**config.mk**
```make
export PLATFORM = sky130hd
export DESIGN_NAME = dram_refresh_sched
export DESIGN_NICKNAME = d
export VERILOG_FILES = /design/src/rtl/dram_refresh_pkg.sv /design/src/rtl/dram_refresh_dp.sv /design/src/rtl/dram_refresh_ctrl.sv /design/src/rtl/dram_refresh_sched.sv
export SDC_FILE = /design/constraint.sdc
export NUM_CORES = 1
export LEC_CHECK = 0
export BUFFER_PORTS_ARGS = -buffer_cell sky130_fd_sc_hd__buf_2
export CAP_MARGIN = 10
export CORE_MARGIN = 4
export CORE_UTILIZATION = 52
export DETAILED_ROUTE_END_ITERATION = 10
export PLACE_DENSITY = 0.87
export SLEW_MARGIN = 20
export SYNTH_ARGS = -nofsm -noshare
export SYNTH_HDL_FRONTEND = slang
export SYNTH_SLANG_ARGS = --single-unit
```
**constraint.sdc**
```tcl
create_clock -name clk -period 2.6 [get_ports clk]
set_clock_uncertainty 0.2 [all_clocks]
set_input_delay 0.39 -clock clk [delete_from_list [all_inputs] [get_ports clk]]
set_output_delay 0.39 -clock clk [all_outputs]
set_load 0.05 [all_outputs]
```
**src/rtl/dram_refresh_pkg.sv**
```systemverilog
package dram_refresh_pkg;

  typedef enum logic [2:0] {
    ST_IDLE,
    ST_PRE,
    ST_REF,
    ST_REC,
    ST_SRPRE,
    ST_SRENT,
    ST_SRHOLD,
    ST_SREXIT
  } seqState_t;

  // strobes from control to datapath
  typedef struct packed {
    logic latchCfg;
    logic startNorm;
    logic clearOwed;
    logic freezeInt;
    logic slotClr;
    logic slotInc;
    logic loadRec;
    logic loadExit;
    logic waitDec;
    logic cmdPre;
    logic cmdRef;
    logic cmdSrEnt;
    logic ckeOff;
  } seqStrobe_t;

  // flags from datapath to control
  typedef struct packed {
    logic slotLast;
    logic waitLast;
    logic recZero;
    logic exitZero;
    logic owedNz;
    logic owedFull;
  } seqStatus_t;

endpackage

```
**src/rtl/dram_refresh_dp.sv**
```systemverilog
module dram_refresh_dp
  import dram_refresh_pkg::*;
#(
  parameter int NUM_CS = 2,
  parameter int INT_W  = 16,
  parameter int POST_W = 4,
  parameter int REC_W  = 8,
  parameter int EXIT_W = 8
) (
  input  logic              clk,
  input  logic              rstN,
  input  seqStrobe_t        strb,
  output seqStatus_t        stat,
  input  logic [INT_W-1:0]  intervalCfg,
  input  logic [POST_W-1:0] postLimitCfg,
  input  logic [REC_W-1:0]  recBaseCfg,
  input  logic [REC_W-1:0]  recExtCfg,
  input  logic [EXIT_W-1:0] exitDelayCfg,
  output logic [NUM_CS-1:0] csN,
  output logic              rasN,
  output logic              casN,
  output logic              weN,
  output logic              a10,
  output logic [NUM_CS-1:0] cke
);

  localparam int SLOT_W = (NUM_CS > 1) ? $clog2(NUM_CS) : 1;
  localparam int WAIT_W = (REC_W + 1 > EXIT_W) ? REC_W + 1 : EXIT_W;

  logic [INT_W-1:0]  intervalQ;
  logic [POST_W-1:0] postLimQ;
  logic [REC_W-1:0]  recBaseQ;
  logic [REC_W-1:0]  recExtQ;
  logic [EXIT_W-1:0] exitDlyQ;
  logic [INT_W-1:0]  intCnt;
  logic [POST_W-1:0] owed;
  logic [SLOT_W-1:0] slot;
  logic [WAIT_W-1:0] waitCnt;
  logic              tick;
  logic              incOwed;
  logic              decOwed;

  // configuration is captured only while idle
  always_ff @(posedge clk or negedge rstN) begin
    if (!rstN) begin
      intervalQ <= '0;
      postLimQ  <= '0;
      recBaseQ  <= '0;
      recExtQ   <= '0;
      exitDlyQ  <= '0;
    end else if (strb.latchCfg) begin
      intervalQ <= intervalCfg;
      postLimQ  <= postLimitCfg;
      recBaseQ  <= recBaseCfg;
      recExtQ   <= recExtCfg;
      exitDlyQ  <= exitDelayCfg;
    end
  end

  assign tick    = !strb.freezeInt && (intCnt == INT_W'(1));
  assign incOwed = tick && (owed < postLimQ);
  assign decOwed = strb.startNorm && (owed != '0);

  always_ff @(posedge clk or negedge rstN) begin
    if (!rstN) begin
      intCnt <= '0;
      owed   <= '0;
    end else begin
      if (!strb.freezeInt)
        intCnt <= (intCnt <= INT_W'(1)) ? intervalQ : intCnt - INT_W'(1);
      if (strb.clearOwed) owed <= '0;
      else                owed <= owed + POST_W'(incOwed) - POST_W'(decOwed);
    end
  end

  always_ff @(posedge clk or negedge rstN) begin
    if (!rstN) begin
      slot    <= '0;
      waitCnt <= '0;
    end else begin
      if (strb.slotClr)      slot <= '0;
      else if (strb.slotInc) slot <= slot + SLOT_W'(1);
      if (strb.loadRec)       waitCnt <= WAIT_W'(recBaseQ) + WAIT_W'(recExtQ);
      else if (strb.loadExit) waitCnt <= WAIT_W'(exitDlyQ);
      else if (strb.waitDec)  waitCnt <= waitCnt - WAIT_W'(1);
    end
  end

  assign stat.slotLast = (slot == SLOT_W'(NUM_CS - 1));
  assign stat.waitLast = (waitCnt == WAIT_W'(1));
  assign stat.recZero  = (recBaseQ == '0) && (recExtQ == '0);
  assign stat.exitZero = (exitDlyQ == '0);
  assign stat.owedNz   = (owed != '0);
  assign stat.owedFull = (owed != '0) && (owed >= postLimQ);

  // per chip-select pin decode
  for (genvar i = 0; i < NUM_CS; i++) begin : g_cs
    assign csN[i] = ~(((strb.cmdPre || strb.cmdRef) && (slot == SLOT_W'(i))) || strb.cmdSrEnt);
    assign cke[i] = ~strb.ckeOff;
  end

  assign rasN = ~(strb.cmdPre || strb.cmdRef || strb.cmdSrEnt);
  assign casN = ~(strb.cmdRef || strb.cmdSrEnt);
  assign weN  = ~strb.cmdPre;
  assign a10  = strb.cmdPre;

  // one chip select per staggered command
  a_r2_single_cs: assert property (@(posedge clk) disable iff (!rstN)
    (strb.cmdPre || strb.cmdRef) |-> ($countones(~csN) == 1));

  // self-refresh entry reaches every chip select with clock enable low
  a_r3_all_cs: assert property (@(posedge clk) disable iff (!rstN)
    strb.cmdSrEnt |-> (csN == '0 && cke == '0));

  // wait counter never underflows while counting
  a_r4_wait_live: assert property (@(posedge clk) disable iff (!rstN)
    strb.waitDec |-> (waitCnt != '0));

  // a saturated owed count does not grow
  a_r7_no_overflow: assert property (@(posedge clk) disable iff (!rstN)
    (owed >= postLimQ) |=> (owed <= $past(owed)));

endmodule

```
**src/rtl/dram_refresh_ctrl.sv**
```systemverilog
module dram_refresh_ctrl
  import dram_refresh_pkg::*;
(
  input  logic       clk,
  input  logic       rstN,
  input  logic       sleepReq,
  input  logic       selfRefEn,
  input  logic       arbIdle,
  input  logic       refGnt,
  input  seqStatus_t stat,
  output seqStrobe_t strb,
  output logic       refReq,
  output logic       busy
);

  seqState_t state, stateNxt;
  logic idle, srPath, start, inSr;

  assign idle   = (state == ST_IDLE);
  assign srPath = sleepReq && selfRefEn;
  assign inSr   = (state == ST_SRPRE) || (state == ST_SRENT) ||
                  (state == ST_SRHOLD) || (state == ST_SREXIT);
  assign refReq = idle && (srPath ||
                  (!sleepReq && stat.owedNz && (arbIdle || stat.owedFull)));
  assign start  = refReq && refGnt;
  assign busy   = !idle;

  always_comb begin
    stateNxt = state;
    unique case (state)
      ST_IDLE:   if (start) stateNxt = srPath ? ST_SRPRE : ST_PRE;
      ST_PRE:    if (stat.slotLast) stateNxt = ST_REF;
      ST_REF:    if (stat.slotLast) stateNxt = stat.recZero ? ST_IDLE : ST_REC;
      ST_REC:    if (stat.waitLast) stateNxt = ST_IDLE;
      ST_SRPRE:  if (stat.slotLast) stateNxt = ST_SRENT;
      ST_SRENT:  stateNxt = ST_SRHOLD;
      ST_SRHOLD: if (!sleepReq) stateNxt = stat.exitZero ? ST_IDLE : ST_SREXIT;
      ST_SREXIT: if (stat.waitLast) stateNxt = ST_IDLE;
      default:   stateNxt = ST_IDLE;
    endcase
  end

  always_ff @(posedge clk or negedge rstN) begin
    if (!rstN) state <= ST_IDLE;
    else       state <= stateNxt;
  end

  always_comb begin
    strb           = '0;
    strb.latchCfg  = idle;
    strb.startNorm = start && !srPath;
    strb.clearOwed = (state == ST_SRENT);
    strb.freezeInt = (idle && sleepReq && !selfRefEn) || inSr;
    strb.slotClr   = idle || ((state == ST_PRE) && stat.slotLast);
    strb.slotInc   = ((state == ST_PRE) || (state == ST_REF) || (state == ST_SRPRE))
                     && !stat.slotLast;
    strb.loadRec   = (state == ST_REF) && stat.slotLast;
    strb.loadExit  = (state == ST_SRHOLD) && !sleepReq;
    strb.waitDec   = (state == ST_REC) || (state == ST_SREXIT);
    strb.cmdPre    = (state == ST_PRE) || (state == ST_SRPRE);
    strb.cmdRef    = (state == ST_REF);
    strb.cmdSrEnt  = (state == ST_SRENT);
    strb.ckeOff    = (state == ST_SRENT) || (state == ST_SRHOLD);
  end

  // precharge phase hands over to refresh phase directly
  a_r1_pre_to_ref: assert property (@(posedge clk) disable iff (!rstN)
    (state == ST_PRE && stat.slotLast) |=> (state == ST_REF));

  // single all-select refresh only after staggered precharges
  a_r3_srent_after_pre: assert property (@(posedge clk) disable iff (!rstN)
    (state == ST_SRENT) |-> ($past(state) == ST_SRPRE));

  // recovery keeps busy until its count runs out
  a_r4_busy_in_rec: assert property (@(posedge clk) disable iff (!rstN)
    (state == ST_REC && !stat.waitLast) |=> busy);

  // sleep without self-refresh never asks for the bus
  a_r8_no_req_sleep: assert property (@(posedge clk) disable iff (!rstN)
    (sleepReq && !selfRefEn) |-> !refReq);

  // self-refresh is held while sleep is requested
  a_r9_hold_sleep: assert property (@(posedge clk) disable iff (!rstN)
    (state == ST_SRHOLD && sleepReq) |=> (state == ST_SRHOLD));

endmodule

```
**src/rtl/dram_refresh_sched.sv**
```systemverilog
module dram_refresh_sched
  import dram_refresh_pkg::*;
#(
  parameter int NUM_CS = 2,
  parameter int INT_W  = 16,
  parameter int POST_W = 4,
  parameter int REC_W  = 8,
  parameter int EXIT_W = 8
) (
  input  logic              clk,
  input  logic              rstN,
  input  logic [INT_W-1:0]  intervalCfg,
  input  logic [POST_W-1:0] postLimitCfg,
  input  logic [REC_W-1:0]  recBaseCfg,
  input  logic [REC_W-1:0]  recExtCfg,
  input  logic [EXIT_W-1:0] exitDelayCfg,
  input  logic              selfRefEn,
  input  logic              sleepReq,
  input  logic              arbIdle,
  input  logic              refGnt,
  output logic              refReq,
  output logic              busy,
  output logic [NUM_CS-1:0] csN,
  output logic              rasN,
  output logic              casN,
  output logic              weN,
  output logic              a10,
  output logic [NUM_CS-1:0] cke
);

  seqStrobe_t strb;
  seqStatus_t stat;

  dram_refresh_ctrl u_ctrl (
    .clk       (clk),
    .rstN      (rstN),
    .sleepReq  (sleepReq),
    .selfRefEn (selfRefEn),
    .arbIdle   (arbIdle),
    .refGnt    (refGnt),
    .stat      (stat),
    .strb      (strb),
    .refReq    (refReq),
    .busy      (busy)
  );

  dram_refresh_dp #(
    .NUM_CS (NUM_CS),
    .INT_W  (INT_W),
    .POST_W (POST_W),
    .REC_W  (REC_W),
    .EXIT_W (EXIT_W)
  ) u_dp (
    .clk          (clk),
    .rstN         (rstN),
    .strb         (strb),
    .stat         (stat),
    .intervalCfg  (intervalCfg),
    .postLimitCfg (postLimitCfg),
    .recBaseCfg   (recBaseCfg),
    .recExtCfg    (recExtCfg),
    .exitDelayCfg (exitDelayCfg),
    .csN          (csN),
    .rasN         (rasN),
    .casN         (casN),
    .weN          (weN),
    .a10          (a10),
    .cke          (cke)
  );

endmodule

```
-- Yosys cells after proc, flatten, opt, wreduce, memory -nomap -nowiden
Index checks and enable logic that the tools add are counted.
- flip-flop bits (word level): 77
- input port bits: 50
- output and inout bits: 10
- logic and storage cells: 109
- $add $sub $neg: 6
- magnitude comparators: 3
- equal/unequal tests: 15
- mux-type cells: 17
- bitwise gates (word level): 7
- reduce and logical (&&, ||, !) cells: 51
- operator list (operator ; number):
    $mux W9 ; 3
    $logic_not A8 Y1 ; 3
    $mux W3 ; 8
    $pmux W3 S7 ; 1
    $logic_and A1 B1 Y1 ; 19
    $logic_or A1 B1 Y1 ; 17
    $eq A16 B1 Y1 const B ; 1
    $le A16 B1 Y1 const B ; 1
    $mux W16 ; 1
    $sub A16 B1 Y16 const B ; 1
    $eq A3 B3 Y1 const B ; 4
    $add A8 B8 Y9 ; 1
    $eq A9 B1 Y1 const B ; 1
    $sub A9 B1 Y9 const B ; 1
    $not A1 Y1 ; 7
    $eq A3 B2 Y1 const B ; 2
    $logic_not A1 Y1 ; 6
    $ne A2 B1 Y1 const B ; 3
    $ne A2 B2 Y1 const B ; 3
    $reduce_and A6 Y1 ; 1
    $add A4 B1 Y4 ; 1
    $ge A4 B4 Y1 ; 1
    $lt A4 B4 Y1 ; 1
    $mux W4 ; 1
    10 further kinds ; 11

-- Logic depth before layout (Yosys ltp)
- word-level depth: 11
- depth in mapped cells: 15
- depth with buffers taken out: 15

-- Hierarchy
From an unflattened synthesis, not the netlist that was laid out.
- cells, all modules: 464
- area total of the unflattened synthesis: 4560.6 um^2
- by module, submodules not included (module ; instances ; cells an instance ; area each (um^2) ; seq. area each (um^2)):
    dram_refresh_dp ; 1 ; 408 ; 4130.2 ; 1851.8
    dram_refresh_ctrl ; 1 ; 56 ; 430.4 ; 75.1

-- Least setup slack after synthesis
Ideal clock, no wire load.
- path kind: register to register
- start: register u_ctrl.state[0]
- end: register u_dp.owed[1]
- setup time: 0.146 ns
- arrival time: 3.097 ns
- data required time: 2.254 ns
- slack: -0.843 ns
- cell stages (with the launch flop): 11
- path buffers: 1
- clock period less this slack: 3.443 ns
- cells stage by stage: dfrtp_1 clkbuf_1 nor3_1 inv_1 nor2_1 and4_1 ha_1 inv_1 ha_1 fa_1 nor2b_1
- elaborated cells between the ends (all ways): 21
- those cells by class: add/sub (2); eq/ne (4); mux (1); reduce/logical (14)
- RTL lines (element ; line ; RTL):
    from (decl) ; dram_refresh_ctrl.sv:16 ; seqState_t state, stateNxt;
    from (signal assigned) ; dram_refresh_ctrl.sv:45 ; else state <= stateNxt;
    $logic_not A3 Y1 ; dram_refresh_ctrl.sv:19 ; assign idle = (state == ST_IDLE);
    $logic_and A1 B1 Y1 ; dram_refresh_ctrl.sv:23 ; assign refReq = idle && (srPath ||
    net refReq ; dram_refresh_sched.sv:21 ; output logic refReq,
    $logic_and A1 B1 Y1 ; dram_refresh_ctrl.sv:25 ; assign start = refReq && refGnt;
    $logic_and A1 B1 Y1 ; dram_refresh_ctrl.sv:51 ; strb.startNorm = start && !srPath;
    $logic_and A1 B1 Y1 ; dram_refresh_dp.sv:62 ; assign decOwed = strb.startNorm && (owed != '0);
    $sub A4 B1 Y4 ; dram_refresh_dp.sv:72 ; else owed <= owed + POST_W'(incOwed) - POST_W'(decOwed);
    $mux W4 ; dram_refresh_dp.sv:71 ; if (strb.clearOwed) owed <= '0;
    to (signal assigned) ; dram_refresh_dp.sv:72 ;
    to (decl) ; dram_refresh_dp.sv:36 ; logic [POST_W-1:0] owed;
The timed path passes the listed nets, and every way through them passes these cells.
A chain may end at the register's enable or synchronous reset.

-- Worst setup path in the final report
- start: register u_dp.owed[3]
- end: register u_dp.owed[3]
- longest elaborated chain between the ends: 11
- elaborated cells between the ends (all ways): 16
- those cells by class: add/sub (2); order compare (2); mux (1); reduce/logical (11)
- RTL lines (element ; line):
    parallel branches: the longest is 9 deep, another holds $lt A4 B4 Y1 ; -
    $sub A4 B1 Y4 (*) ; dram_refresh_dp.sv:72
    $mux W4 (*) ; dram_refresh_dp.sv:71
Mark *: on every way between the ends.

==> flow_metrics.tcl <==
set metrics [dict create \
    outcome "finished, violations left" \
    violations "setup timing" \
    rsz0062_at_grt "true" \
    dp_cells 720 \
    port_buffers 59 \
    r2r_cells 16 \
    clk_latency_ns 0.36 \
    r2r-start "u_dp.owed[3]" \
    antenna_found_initial 0 \
    fin_area_um2 5724 \
    dr_wl_met2_um 6447 \
    multiInputGateArea_um2 2628 \
    core_um2 8299 \
    fin_crit_sh 1.090 \
    cts_root_buffer "clkbuf_8" \
    start_kind "flip-flop" \
    worstMarginPinSlew_ns 0.5195 \
    detail-route-antenna-nets 0 \
    cts_made_buffers 9 \
    crit_chain "buf_6 -> inv_1 -> ha_4 -> nand3_2 -> o21bai_1 -> a31o_4 -> nor2_4 -> and4_4 -> ha_4 -> inv_4 -> ha_4 -> buf_6 -> a21o_1 -> a21oi_2 -> xnor2_1 -> nor2_1" \
    maxCapViolations 0 \
    fin_nets 715 \
    synthArstFlopShare 1.000 \
    finalHoldViolations 0 \
    finalNonFillerCells 752 \
    synth.avg_cell_area_um2 8.253 \
    drv_slew 0 \
    wire_per_inst_um 17.39 \
    ys.flop_type "dfrtp_1" \
    clock-sinks 77 \
    end_kind "flip-flop" \
    clock_path_buffers 2 \
    crit_type "flip-flop to flip-flop" \
    ys_seq_area_frac 0.4308 \
    required_ns 2.64 \
    hold_class "input pin to flip-flop" \
    grt_overflow 0 \
    synth_seq_cells 77 \
    synthCells 542 \
    r2r_end "u_dp.owed[3]" \
    power.total_mw 7.778 \
    min_to "u_dp.recExtQ[6]" \
    fill_cells 582 \
    grt.total_usage 0.2404 \
    cp_common_cell "ha_4" \
    placed_area_um2 5110 \
    grt_max_degree 51 \
    rrSetupSlack_ns -0.23 \
    setup_viol_count_final 15 \
    ir_worst_vdd_mv 0.6128 \
    grt_pass1_wl_um 19690 \
    ys_warn_count 0 \
    routed_wl_um 13070 \
    hpwl_um 8026 \
    die_y_um 100.7 \
    firstDrtPassIters 5 \
    worstHoldStart "recExtCfg[6]" \
    rows 33 \
    setup_ws_ns -0.2342 \
    drt-initial-drc-count 301 \
    slowest_stage "dfrtp_1" \
    dpl_worst_slack_ns -0.3606 \
    cp_max_fo 2 \
    whs_ns 0.01150 \
    fmax_ghz 0.3528 \
    period_needed_ns 2.834 \
    slew-limit-headroom 0.6505 \
    drc_errors 0 \
    synth_edf_count 0 \
    h-tree-depth 3 \
    grt_pass1_vias 4223 \
    area_growth_pct 27.97 \
    crit_arrival_ns 2.88 \
    start_util 0.5390 \
    routabilityCongestion 0.9133 \
    regArea_um2 1927 \
    syn_nets 615 \
    vias_per_cell 5.976 \
    path_clk_slew_ns 0.09 \
    top_layer_used "met4" \
    io_pins 60 \
    slowest_delay_ns 0.43 \
    vias 4494 \
    p_per_area_nw_per_um2 1359 \
    drt-met1-wl_um 5020 \
    syn_area_um2 4473 \
    layout-drive-gt1-share 0.2998 \
    die_x_um 100.7 \
    min_path_cells 3 \
    cts_tree "built" \
    dieArea_um2 10150 \
    leakagePower_nw 2.733 \
    synth_cell_types 58 \
    antenna_cells 0 \
    wl_met3_um 1126 \
]
## how the worst max path moves through the flow
stage	startpoint	endpoint	slack (ns)	depth (start not counted)
after floorplan	u_dp.owed[1]	u_dp.owed[1]	-0.31	12
after global routing	u_dp.owed[3]	u_dp.owed[3]	-0.31	16
final	u_dp.owed[3]	u_dp.owed[3]	-0.23	16
after global placement	u_dp.owed[2]	u_dp.owed[2]	-0.22	13
after CTS	u_dp.owed[1]	u_dp.owed[1]	-0.22	12
after detailed placement	u_dp.owed[2]	u_dp.owed[2]	-0.36	13
## worst max-delay path: cells and delay by family, from the launching register on
family,cells,cell delay [ns]
AOI/OAI and AO/OA,4,0.63
xor gates and xnor gates,1,0.15
buffers and inverters,4,0.37
adders and majority gates,3,0.56
and+or+nand+nor,4,0.37
DFF,1,0.43
## kinds of logic after synthesis
logic type | share of synthesized area
compound gates | 0.1687
xor+xnor | 0.01762
simple gates | 0.2618
fa+ha+maj | 0.06769
buf+inv | 0.04391
mux | 0.009510
flops | 0.4308
## per-layer routing
layer  track usage  vias to the layer above
li1              -                     2067
met1        0.3167                     2106
met2        0.3959                      268
met3       0.03322                       53
met4        0.1047                        0
met5             0                        -
## layout make-up
type                       count  share of cell area
tap                          105             0.02295
timing repair buffer         113              0.1353
clock buffer                  10             0.02230
sequential                    77              0.3366
multi-input combinational    418              0.4590
clock inverter                 6            0.008306
inverter                      23             0.01552
## state kept, by name (all words and copies together), names as in the netlist
name,cells
u_dp.recExtQ,8
u_dp.postLimQ,4
u_dp.slot,1
u_ctrl.state,3
u_dp.owed,4
u_dp.exitDlyQ,8
u_dp.intCnt,16
u_dp.intervalQ,16
u_dp.recBaseQ,8
u_dp.waitCnt,9
## power breakdown
part           switching [mW]  internal, mW
combinational            2.74          1.87
sequential              0.571          1.76
clock                   0.486         0.353
## repair_timing
action | CTS | global route
gates resized for setup | 28 | 53
hold endpoints to repair | 19 | 0
hold buffers | 1 | 0
gates cloned | 1 | 0
pin swaps | 16 | 25
setup buffers | 9 | 6
endpoints found under the setup margin | 9 | 22
## synthesized netlist by cell type, drive strengths merged (2+ instances only)
library cell | n | area [um^2]
o21ai | 36 | 180.2
clkbuf | 18 | 67.56
o211ai | 6 | 50.05
nand2 | 151 | 566.8
nand3 | 9 | 45.04
a21oi | 43 | 219.0
o31ai | 2 | 15.01
o221a | 2 | 22.52
nor3b | 2 | 15.01
fa | 2 | 40.04
nor2 | 40 | 166.4
buf | 6 | 42.54
a211oi | 5 | 37.54
nand2b | 8 | 50.05
o22ai | 3 | 18.77
nor3 | 7 | 40.04
a21o | 3 | 22.52
or3 | 4 | 25.02
o22a | 2 | 17.52
xnor2 | 9 | 78.83
dfrtp | 77 | 1927
o21a | 5 | 37.54
nor4 | 14 | 87.58
inv | 23 | 86.33
and4 | 2 | 17.52
or4 | 5 | 45.04
o311ai | 2 | 17.52
mux2i | 2 | 20.02
and2 | 2 | 12.52
a31oi | 3 | 18.77
nand4 | 2 | 12.51
nor2b | 8 | 50.05
or2 | 2 | 12.51
ha | 21 | 262.8
o21bai | 2 | 15.01
mux2 | 2 | 22.52
## stage by stage
| stage | utilization | TNS, ns |
|---|---|---|
| 6_report | 0.6897 | -1.417 |
| 5_1_grt | 0.6897 | -2.375 |
| 4_1_cts | 0.6614 | -0.6548 |
| 3_5_place_dp | 0.6157 | -1.043 |
| 3_3_place_gp | 0.6157 | -0.5587 |
| 2_1_floorplan | - | -0.8454 |
## layout by cell type (no fill, tap or decap), types with 4 or more instances in the layout
| cell type | synthesis | layout |
|---|---|---|
| nand2_1 | 151 | 150 |
| dfrtp_1 | 77 | 77 |
| buf_2 | 1 | 58 |
| buf_4 | 1 | 41 |
| nor2_1 | 39 | 35 |
| a21oi_1 | 42 | 30 |
| o21ai_0 | 30 | 24 |
| inv_1 | 23 | 18 |
| nor4_1 | 14 | 14 |
| a21oi_2 | 1 | 13 |
| ha_1 | 21 | 13 |
| o21ai_2 | 0 | 9 |
| xnor2_1 | 9 | 9 |
| clkbuf_8 | 0 | 9 |
| buf_6 | 2 | 9 |
| nand3_1 | 9 | 8 |
| nand2b_1 | 8 | 7 |
| ha_4 | 0 | 7 |
| nor2b_1 | 8 | 6 |
| nor3_1 | 6 | 5 |
| o211ai_1 | 5 | 5 |
| o21a_1 | 5 | 5 |
| a211oi_1 | 5 | 5 |
| inv_2 | 0 | 4 |
| clkinvlp_4 | 0 | 4 |
Power figures use the tool's default switching activity.
